$ cat src/rtl/mcf_pkg.sv
// Package mcf_pkg
// Shared state encoding, control vector layout and opcode constants for the
// multicycle control sequencer. Assumes a 6-bit primary opcode field.
package mcf_pkg;

    localparam int OPC_W   = 6;
    localparam int STATE_W = 4;

    localparam logic [OPC_W-1:0] OPC_ARITH  = 6'b000000;
    localparam logic [OPC_W-1:0] OPC_JUMP   = 6'b000010;
    localparam logic [OPC_W-1:0] OPC_BRANCH = 6'b000100;
    localparam logic [OPC_W-1:0] OPC_LOAD   = 6'b100011;
    localparam logic [OPC_W-1:0] OPC_STORE  = 6'b101011;

    typedef enum logic [STATE_W-1:0] {
        ST_FETCH   = 4'd0,
        ST_DECODE  = 4'd1,
        ST_ADDR    = 4'd2,
        ST_LD_RD   = 4'd3,
        ST_LD_WB   = 4'd4,
        ST_ST_WR   = 4'd5,
        ST_AR_EXE  = 4'd6,
        ST_AR_DONE = 4'd7,
        ST_BRANCH  = 4'd8,
        ST_JUMP    = 4'd9
    } state_e;

    typedef enum logic [2:0] {
        CL_ARITH, CL_LOAD, CL_STORE, CL_BRANCH, CL_JUMP, CL_OTHER
    } op_class_e;

    typedef struct packed {
        logic       pc_wr_en;
        logic       pc_wr_cond;
        logic       mem_addr_sel;
        logic       mem_rd;
        logic       mem_wr;
        logic       wb_from_mem;
        logic       ir_load;
        logic [1:0] pc_next_sel;
        logic [1:0] alu_mode;
        logic       alu_a_sel;
        logic [1:0] alu_b_sel;
        logic       rf_wr;
        logic       rf_dst_sel;
    } ctrl_t;

endpackage

$ cat src/rtl/mcf_op_class.sv
// Module mcf_op_class
// Sorts the primary opcode into one of the supported instruction kinds.
// Every code that matches none of the configured values maps to CL_OTHER.
module mcf_op_class
    import mcf_pkg::*;
#(
    parameter int               OW       = OPC_W,
    parameter logic [OW-1:0]    C_ARITH  = OPC_ARITH,
    parameter logic [OW-1:0]    C_JUMP   = OPC_JUMP,
    parameter logic [OW-1:0]    C_BRANCH = OPC_BRANCH,
    parameter logic [OW-1:0]    C_LOAD   = OPC_LOAD,
    parameter logic [OW-1:0]    C_STORE  = OPC_STORE
) (
    input  logic [OW-1:0] opcode,
    output op_class_e     op_class
);

    // Compare the opcode against each supported code.
    always_comb begin
        if (opcode == C_ARITH)       op_class = CL_ARITH;
        else if (opcode == C_LOAD)   op_class = CL_LOAD;
        else if (opcode == C_STORE)  op_class = CL_STORE;
        else if (opcode == C_BRANCH) op_class = CL_BRANCH;
        else if (opcode == C_JUMP)   op_class = CL_JUMP;
        else                         op_class = CL_OTHER;
    end

endmodule

$ cat src/rtl/mcf_next_state.sv
// Module mcf_next_state
// Next-state function. Fetch and the single-path states advance unconditionally.
// Decode and address computation branch on the opcode class. An unexpected
// class at either branch point returns to fetch.
module mcf_next_state
    import mcf_pkg::*;
(
    input  state_e    state,
    input  op_class_e op_class,
    output state_e    state_nx
);

    // Choose the successor of the current state.
    always_comb begin
        unique case (state)
            ST_FETCH:   state_nx = ST_DECODE;
            ST_DECODE: begin
                unique case (op_class)
                    CL_LOAD,
                    CL_STORE:  state_nx = ST_ADDR;
                    CL_ARITH:  state_nx = ST_AR_EXE;
                    CL_BRANCH: state_nx = ST_BRANCH;
                    CL_JUMP:   state_nx = ST_JUMP;
                    default:   state_nx = ST_FETCH;
                endcase
            end
            ST_ADDR: begin
                if (op_class == CL_LOAD)       state_nx = ST_LD_RD;
                else if (op_class == CL_STORE) state_nx = ST_ST_WR;
                else                           state_nx = ST_FETCH;
            end
            ST_LD_RD:   state_nx = ST_LD_WB;
            ST_AR_EXE:  state_nx = ST_AR_DONE;
            default:    state_nx = ST_FETCH;
        endcase
    end

endmodule

$ cat src/rtl/mcf_ctrl_decode.sv
// Module mcf_ctrl_decode
// Moore output decoder: maps the current state to its fixed control vector.
// Every field not set for a state stays 0.
module mcf_ctrl_decode
    import mcf_pkg::*;
(
    input  state_e state,
    output ctrl_t  ctrl
);

    // Build the control vector for the current state.
    always_comb begin
        ctrl = '0;
        unique case (state)
            ST_FETCH: begin
                ctrl.mem_rd    = 1'b1;
                ctrl.ir_load   = 1'b1;
                ctrl.alu_b_sel = 2'b01;
                ctrl.pc_wr_en  = 1'b1;
            end
            ST_DECODE: begin
                ctrl.alu_b_sel = 2'b11;
            end
            ST_ADDR: begin
                ctrl.alu_a_sel = 1'b1;
                ctrl.alu_b_sel = 2'b10;
            end
            ST_LD_RD: begin
                ctrl.mem_rd       = 1'b1;
                ctrl.mem_addr_sel = 1'b1;
            end
            ST_LD_WB: begin
                ctrl.rf_wr       = 1'b1;
                ctrl.wb_from_mem = 1'b1;
            end
            ST_ST_WR: begin
                ctrl.mem_wr       = 1'b1;
                ctrl.mem_addr_sel = 1'b1;
            end
            ST_AR_EXE: begin
                ctrl.alu_a_sel = 1'b1;
                ctrl.alu_mode  = 2'b10;
            end
            ST_AR_DONE: begin
                ctrl.rf_wr      = 1'b1;
                ctrl.rf_dst_sel = 1'b1;
            end
            ST_BRANCH: begin
                ctrl.alu_a_sel   = 1'b1;
                ctrl.alu_mode    = 2'b01;
                ctrl.pc_wr_cond  = 1'b1;
                ctrl.pc_next_sel = 2'b01;
            end
            ST_JUMP: begin
                ctrl.pc_wr_en    = 1'b1;
                ctrl.pc_next_sel = 2'b10;
            end
            default: ctrl = '0;
        endcase
    end

endmodule

$ cat src/rtl/mcf_ctrl_fsm.sv
// Module mcf_ctrl_fsm
// Top of the multicycle control sequencer. It holds the state register, which
// is forced to fetch by a synchronous active-low reset. The outputs depend only
// on the state. The datapath must hold the opcode stable from the end of fetch
// until the instruction completes.
module mcf_ctrl_fsm
    import mcf_pkg::*;
#(
    parameter int OW = OPC_W
) (
    input  logic          clk,
    input  logic          rst_n,
    input  logic [OW-1:0] opcode,
    output logic          pc_wr_en,
    output logic          pc_wr_cond,
    output logic          mem_addr_sel,
    output logic          mem_rd,
    output logic          mem_wr,
    output logic          wb_from_mem,
    output logic          ir_load,
    output logic [1:0]    pc_next_sel,
    output logic [1:0]    alu_mode,
    output logic          alu_a_sel,
    output logic [1:0]    alu_b_sel,
    output logic          rf_wr,
    output logic          rf_dst_sel
);

    state_e    state_q;
    state_e    state_nx;
    op_class_e op_class;
    ctrl_t     ctrl;

    mcf_op_class #(.OW(OW)) u_class (
        .opcode   (opcode),
        .op_class (op_class)
    );

    mcf_next_state u_next (
        .state    (state_q),
        .op_class (op_class),
        .state_nx (state_nx)
    );

    mcf_ctrl_decode u_dec (
        .state (state_q),
        .ctrl  (ctrl)
    );

    // State register with synchronous active-low reset to fetch.
    always_ff @(posedge clk) begin
        if (!rst_n) state_q <= ST_FETCH;
        else        state_q <= state_nx;
    end

    // Drive the output pins from the decoded control vector.
    always_comb begin
        pc_wr_en     = ctrl.pc_wr_en;
        pc_wr_cond   = ctrl.pc_wr_cond;
        mem_addr_sel = ctrl.mem_addr_sel;
        mem_rd       = ctrl.mem_rd;
        mem_wr       = ctrl.mem_wr;
        wb_from_mem  = ctrl.wb_from_mem;
        ir_load      = ctrl.ir_load;
        pc_next_sel  = ctrl.pc_next_sel;
        alu_mode     = ctrl.alu_mode;
        alu_a_sel    = ctrl.alu_a_sel;
        alu_b_sel    = ctrl.alu_b_sel;
        rf_wr        = ctrl.rf_wr;
        rf_dst_sel   = ctrl.rf_dst_sel;
    end

endmodule

$ cat config.mk
export PLATFORM = sky130hd
export DESIGN_NAME = mcf_ctrl_fsm
export DESIGN_NICKNAME = d
export VERILOG_FILES = /design/src/rtl/mcf_pkg.sv /design/src/rtl/mcf_op_class.sv /design/src/rtl/mcf_next_state.sv /design/src/rtl/mcf_ctrl_decode.sv /design/src/rtl/mcf_ctrl_fsm.sv
export SDC_FILE = /design/constraint.sdc
export NUM_CORES = 1
export LEC_CHECK = 0
export BUFFER_PORTS_ARGS = -buffer_cell sky130_fd_sc_hd__buf_2
export CAP_MARGIN = 20
export CORE_AREA = 2 2 39 41
export DETAILED_ROUTE_END_ITERATION = 6
export DIE_AREA = 0 0 41 43
export PLACE_DENSITY_LB_ADDON = 0.05
export REMOVE_ABC_BUFFERS = 1
export SETUP_SLACK_MARGIN = 0.3
export SLEW_MARGIN = 40
export SYNTH_ARGS = -nofsm -noshare
export SYNTH_HDL_FRONTEND = slang
export SYNTH_HIERARCHICAL = 1
export SYNTH_SLANG_ARGS = --single-unit
$ cat constraint.sdc
create_clock -name clk -period 2.1 [get_ports clk]
set_input_delay 0.21 -clock clk [delete_from_list [all_inputs] [get_ports clk]]
set_output_delay 0.21 -clock clk [all_outputs]
set_load 0.05 [all_outputs]
# Yosys cells after proc, flatten, opt, wreduce, memory -nomap -nowiden
# Cells that the tools add are included.
# word_totals
ff_bits	4
inputBits	8
output_inout_bits	16
wordCells	49
# classes
n_eq_ne	17
n_mux	22
n_reduce_logical	9
# ops
cell	count
case mux 4 bit (5 select lines)	1
equality test 4 x 3 -> 1 bit, second input constant	4
case mux 4 bit (4 select lines)	1
two-way mux 3 bit	5
equality test 6 bit, second input constant	2
two-way mux 1 bit	11
OR reduction 2 bit	5
equality test 4 x 2 -> 1 bit, second input constant	2
equality test 4 bit, second input constant	2
case mux 2 bit (2 select lines)	2
equality test 3 x 2 -> 1 bit, second input constant	2
equality test 6 x 2 -> 1 bit, second input constant	1
equality test 6 x 3 -> 1 bit, second input constant	1
zero test 6 bit	1
case mux 2 bit (3 select lines)	1
equality test 4 x 1 -> 1 bit, second input constant	1
zero test 4 bit	1
two-way mux 4 bit	1
equality test 3 x 1 -> 1 bit, second input constant	1
equality test 3 bit, second input constant	1
zero test 3 bit	1
OR reduction 3 bit	1

# Logic depth before layout (Yosys ltp)
# logic_depth
word_depth	10
mapped_depth	6
ltp_nobuf	6

# By module
# Netlist, hierarchy kept.
# modules_own_cells
mod	instances	cells_each	area_per_inst_um2	seq_area_each_um2
mcf_ctrl_decode	1	27	180.2	0.0
mcf_next_state	1	25	166.4	0.0
mcf_ctrl_fsm	1	8	105.1	80.1
mcf_op_class	1	9	76.3	0.0

# Least setup slack after synthesis
# No wires, ideal clock.
# synth_path
kind	register -> output
start	reg state_q[2]
end	out pc_next_sel[0]
arrival_ns	2.213
required_ns	1.890
setup_slack_ns	-0.323
path_stages_with_launch	5
n_path_buf	2
cell_sequence	dfxtp_1 -> buf_2 -> nand2b_1 -> nor3_1 -> buf_4
# synth_between
elab_chain_len	2
word_cells_on_any_way	3
classes_between	2 x eq/ne; 1 x mux
# synth_rtl
element	line_no	text
from (decl)	mcf_ctrl_fsm.sv:29	state_e state_q;
from (signal assigned)	mcf_ctrl_fsm.sv:53	else state_q <= state_nx;
equality test 4 bit	mcf_ctrl_decode.sv:14	unique case (state)
case mux 2 bit (2 select lines) (*)	mcf_ctrl_decode.sv:14	
to (decl)	mcf_ctrl_fsm.sv:21	output logic [1:0] pc_next_sel,
# Mark *: on every way between the ends. The rest lies on a longest branch, timed or not.

# Worst setup path after layout
# layout_path
start	reg state_q[0]
end	out alu_b_sel[1]
# layout_between
elab_chain_len	2
word_cells_on_any_way	4
classes_between	2 x eq/ne; 1 x mux; 1 x reduce/logical
# layout_rtl
element	line_no	text
equality test 4 x 2 -> 1 bit, or another cell as far along	mcf_ctrl_decode.sv:14	
case mux 2 bit (3 select lines) (*)	mcf_ctrl_decode.sv:14	
to (decl)	mcf_ctrl_fsm.sv:24	output logic [1:0] alu_b_sel,
# Marked as above.

==> impl_metrics.env <==
export IMPL_startpoint_type="flip-flop"
export IMPL_ys_ff_latch=4
export IMPL_endpoint_kind="output pin"
export IMPL_tns_ns=0
export IMPL_num_vias=562
export IMPL_timing_critical_path_cells="xor2_1 -> nor3b_1 -> clkbuf_4"
export IMPL_synth_xor_area_frac=0.0829
export IMPL_start_util=0.382
export IMPL_place_congestion=0.715
export IMPL_final_cell_mix="buf_2 (22), nor3_1 (7), nor2_1 (5), a21oi_1 (5)"
export IMPL_avgSynthCellArea_um2=7.65
export IMPL_slew_headroom=0.778
export IMPL_die_height_um=43
export IMPL_grt_pass1_wl_um=1690
export IMPL_critPathRequiredTime_ns=1.89
export IMPL_io_pins=24
export IMPL_grt_pass1_vias=387
export IMPL_postCtsSetupBuffers=0
export IMPL_path_clk_slew_ns=0.04
export IMPL_drive_gt1_frac=0.404
export IMPL_ys_warn_count=6
export IMPL_report_final_slew_viol_count=0
export IMPL_dieArea_um2=1760
export IMPL_postCtsHoldBufs=0
export IMPL_cts_sinks=4
export IMPL_drtPass1Iterations=4
export IMPL_synth_area_um2=528
export IMPL_regMostFlops="state_q"
export IMPL_synth_adder_area_share=0
export IMPL_layout_commonest_cell="buf_2"
export IMPL_critPathKind="reg -> out"
export IMPL_skew_ns=0.00889
export IMPL_clock_root_buffer="clkbuf_4"
export IMPL_yosysSeqAreaShare=0.152
export IMPL_tritoncts="done"
export IMPL_synth_cells=69
export IMPL_wl_per_cell_um=10.9
export IMPL_muxShareOfSynthArea=0
export IMPL_period_needed_ns=1.65
export IMPL_drv_cap=0
export IMPL_grt_usage=0.145
export IMPL_rsz0062_at_grt="false"
export IMPL_hold_violations=0
export IMPL_die_width_um=41
export IMPL_nets=99
export IMPL_cp_arrival_ns=1.44
export IMPL_synth_simple_area_share=0.445
export IMPL_clock_fmax_mhz=608
export IMPL_drc=0
export IMPL_reg_largest_list="state_q: 4 flops"
export IMPL_diodes=0
export IMPL_dpl_worst_slack_ns=0.121
export IMPL_synth_compound_area_frac=0.201
export IMPL_grt_max_degree=17
export IMPL_worstSkewPairLatency_ns=0.24
export IMPL_area_delta_synth_final_pct=24.4
export IMPL_min_period_over_period=0.783
export IMPL_antenna_found_initial=0
export IMPL_antenna_left=0
export IMPL_power_leakage_nw=0.281
export IMPL_place_hpwl_um=810
export IMPL_vias_per_cell=5.35
export IMPL_rows=14
export IMPL_tightest_slew_ns=0.333
export IMPL_drt_initial_drc_count=12
export IMPL_power_density_nw_per_um2=411
export IMPL_n_fill_cell=142
export IMPL_clockBufferDepth=2
export IMPL_setup_viol=0
export IMPL_core_um2=1380
export IMPL_critPathMaxFanout=16
export IMPL_status="finished, final reports clean"
export IMPL_slowest_stage="dfxtp_2"
export IMPL_crit_path_max_incr_delay_ns=0.48
export IMPL_wirelength_um=1150
export IMPL_yosysUniqueCellTypes=32
export IMPL_largest_reg_flops=4
export IMPL_synth_top_family_by_area="simple AND/OR/NAND/NOR gates"
export IMPL_io_buffers=23
export IMPL_finalWorstSetupSlack_ns=0.455
export IMPL_grt_ovfl_total=0
export IMPL_hold_path_class="in -> reg"
export IMPL_htreeDepth=1
export IMPL_vdd_ir_drop_worst_v=0.000179
export IMPL_cts_buffers=3
-- routing by layer --
metal / track usage / wire (um) / part of all wire / up-vias
li1: - / - / - / 295
met1: 0.179 / 528 / 0.46 / 254
met2: 0.213 / 568 / 0.50 / 13
met3: 0.0471 / 49 / 0.043 / 0
met4: 0.0800 / 0 / 0 / 0
met5: 0 / 0 / 0 / -
-- where the power goes --
| group | switching (mW) | internal, mW |
|---|---|---|
| combinational | 0.0549 | 0.0300 |
| sequential | 0.00796 | 0.0789 |
| clock | 0.0340 | 0.0641 |
-- cells by family after synthesis --
kind of cell,after synthesis
flops,4
xor+xnor,5
buf+inv,9
simple gates,36
compound gates,15
-- Yosys cell counts, drive strengths merged --
master  n  area share
buf     7        0.10
nor3    7       0.066
a21oi   6       0.064
nor2    5       0.036
and2    4       0.047
dfxtp   4        0.15
nand2b  4       0.047
nor3b   4       0.057
o21ai   3       0.028
xor2    3       0.050
inv     2       0.014
nand3b  2       0.028
nand4b  2       0.033
or3b    2       0.038
xnor2   2       0.033
a211o   1       0.017
a21o    1       0.017
a32oi   1       0.017
and3b   1       0.017
and4b   1       0.019
nand4   1       0.012
nor4    1       0.012
o21a    1       0.014
o31ai   1       0.014
o32ai   1       0.031
or3     1       0.012
or4     1       0.021
-- through the flow --
stage	cells	instance area (um^2)	power, mW	hold WS (ns)	util
global placement	102	616	0.170	0.456	0.445
detailed placement	102	616	0.170	0.452	0.445
CTS	105	639	0.272	0.200	0.462
floorplan	62	473	0.147	0.332	-
global route	105	657	0.285	0.202	0.475
finish	105	657	0.270	0.204	0.475
-- timing repair --
item,in CTS,in global routing
gates cloned,0,0
gates resized for setup,1,5
endpoints found under the setup margin,1,10
-- area by class of cell --
type / instances / area, um^2 / area share
timing repair buffer: 24 / 125 / 0.190
clock buffer: 3 / 22.5 / 0.0343
tap: 16 / 20.0 / 0.0305
inverter: 2 / 7.51 / 0.0114
multi-input combinational: 56 / 397 / 0.604
sequential: 4 / 85.1 / 0.130
-- final timing paths --
path / startpoint / slack (ns) / depth (start not counted) / end
worst max-delay path: state_q[0]$_SDFF_PN0_ / 0.45 / 3 / alu_b_sel[1]
worst min-delay path: rst_n / 0.20 / 2 / state_q[0]$_SDFF_PN0_
worst max register to register: state_q[1]$_SDFF_PN0_ / 0.71 / 5 / state_q[1]$_SDFF_PN0_
worst min register to register: state_q[3]$_SDFF_PN0_ / 0.66 / 2 / state_q[0]$_SDFF_PN0_
-- worst max-delay path: cells and delay by family (launching register included) --
| family | cells | cell delay [ns] |
|---|---|---|
| XOR/XNOR | 1 | 0.24 |
| AND/OR/NAND/NOR | 1 | 0.21 |
| buffers and inverters | 1 | 0.26 |
| flip-flops | 1 | 0.48 |
(Power assumes the default switching activity.)
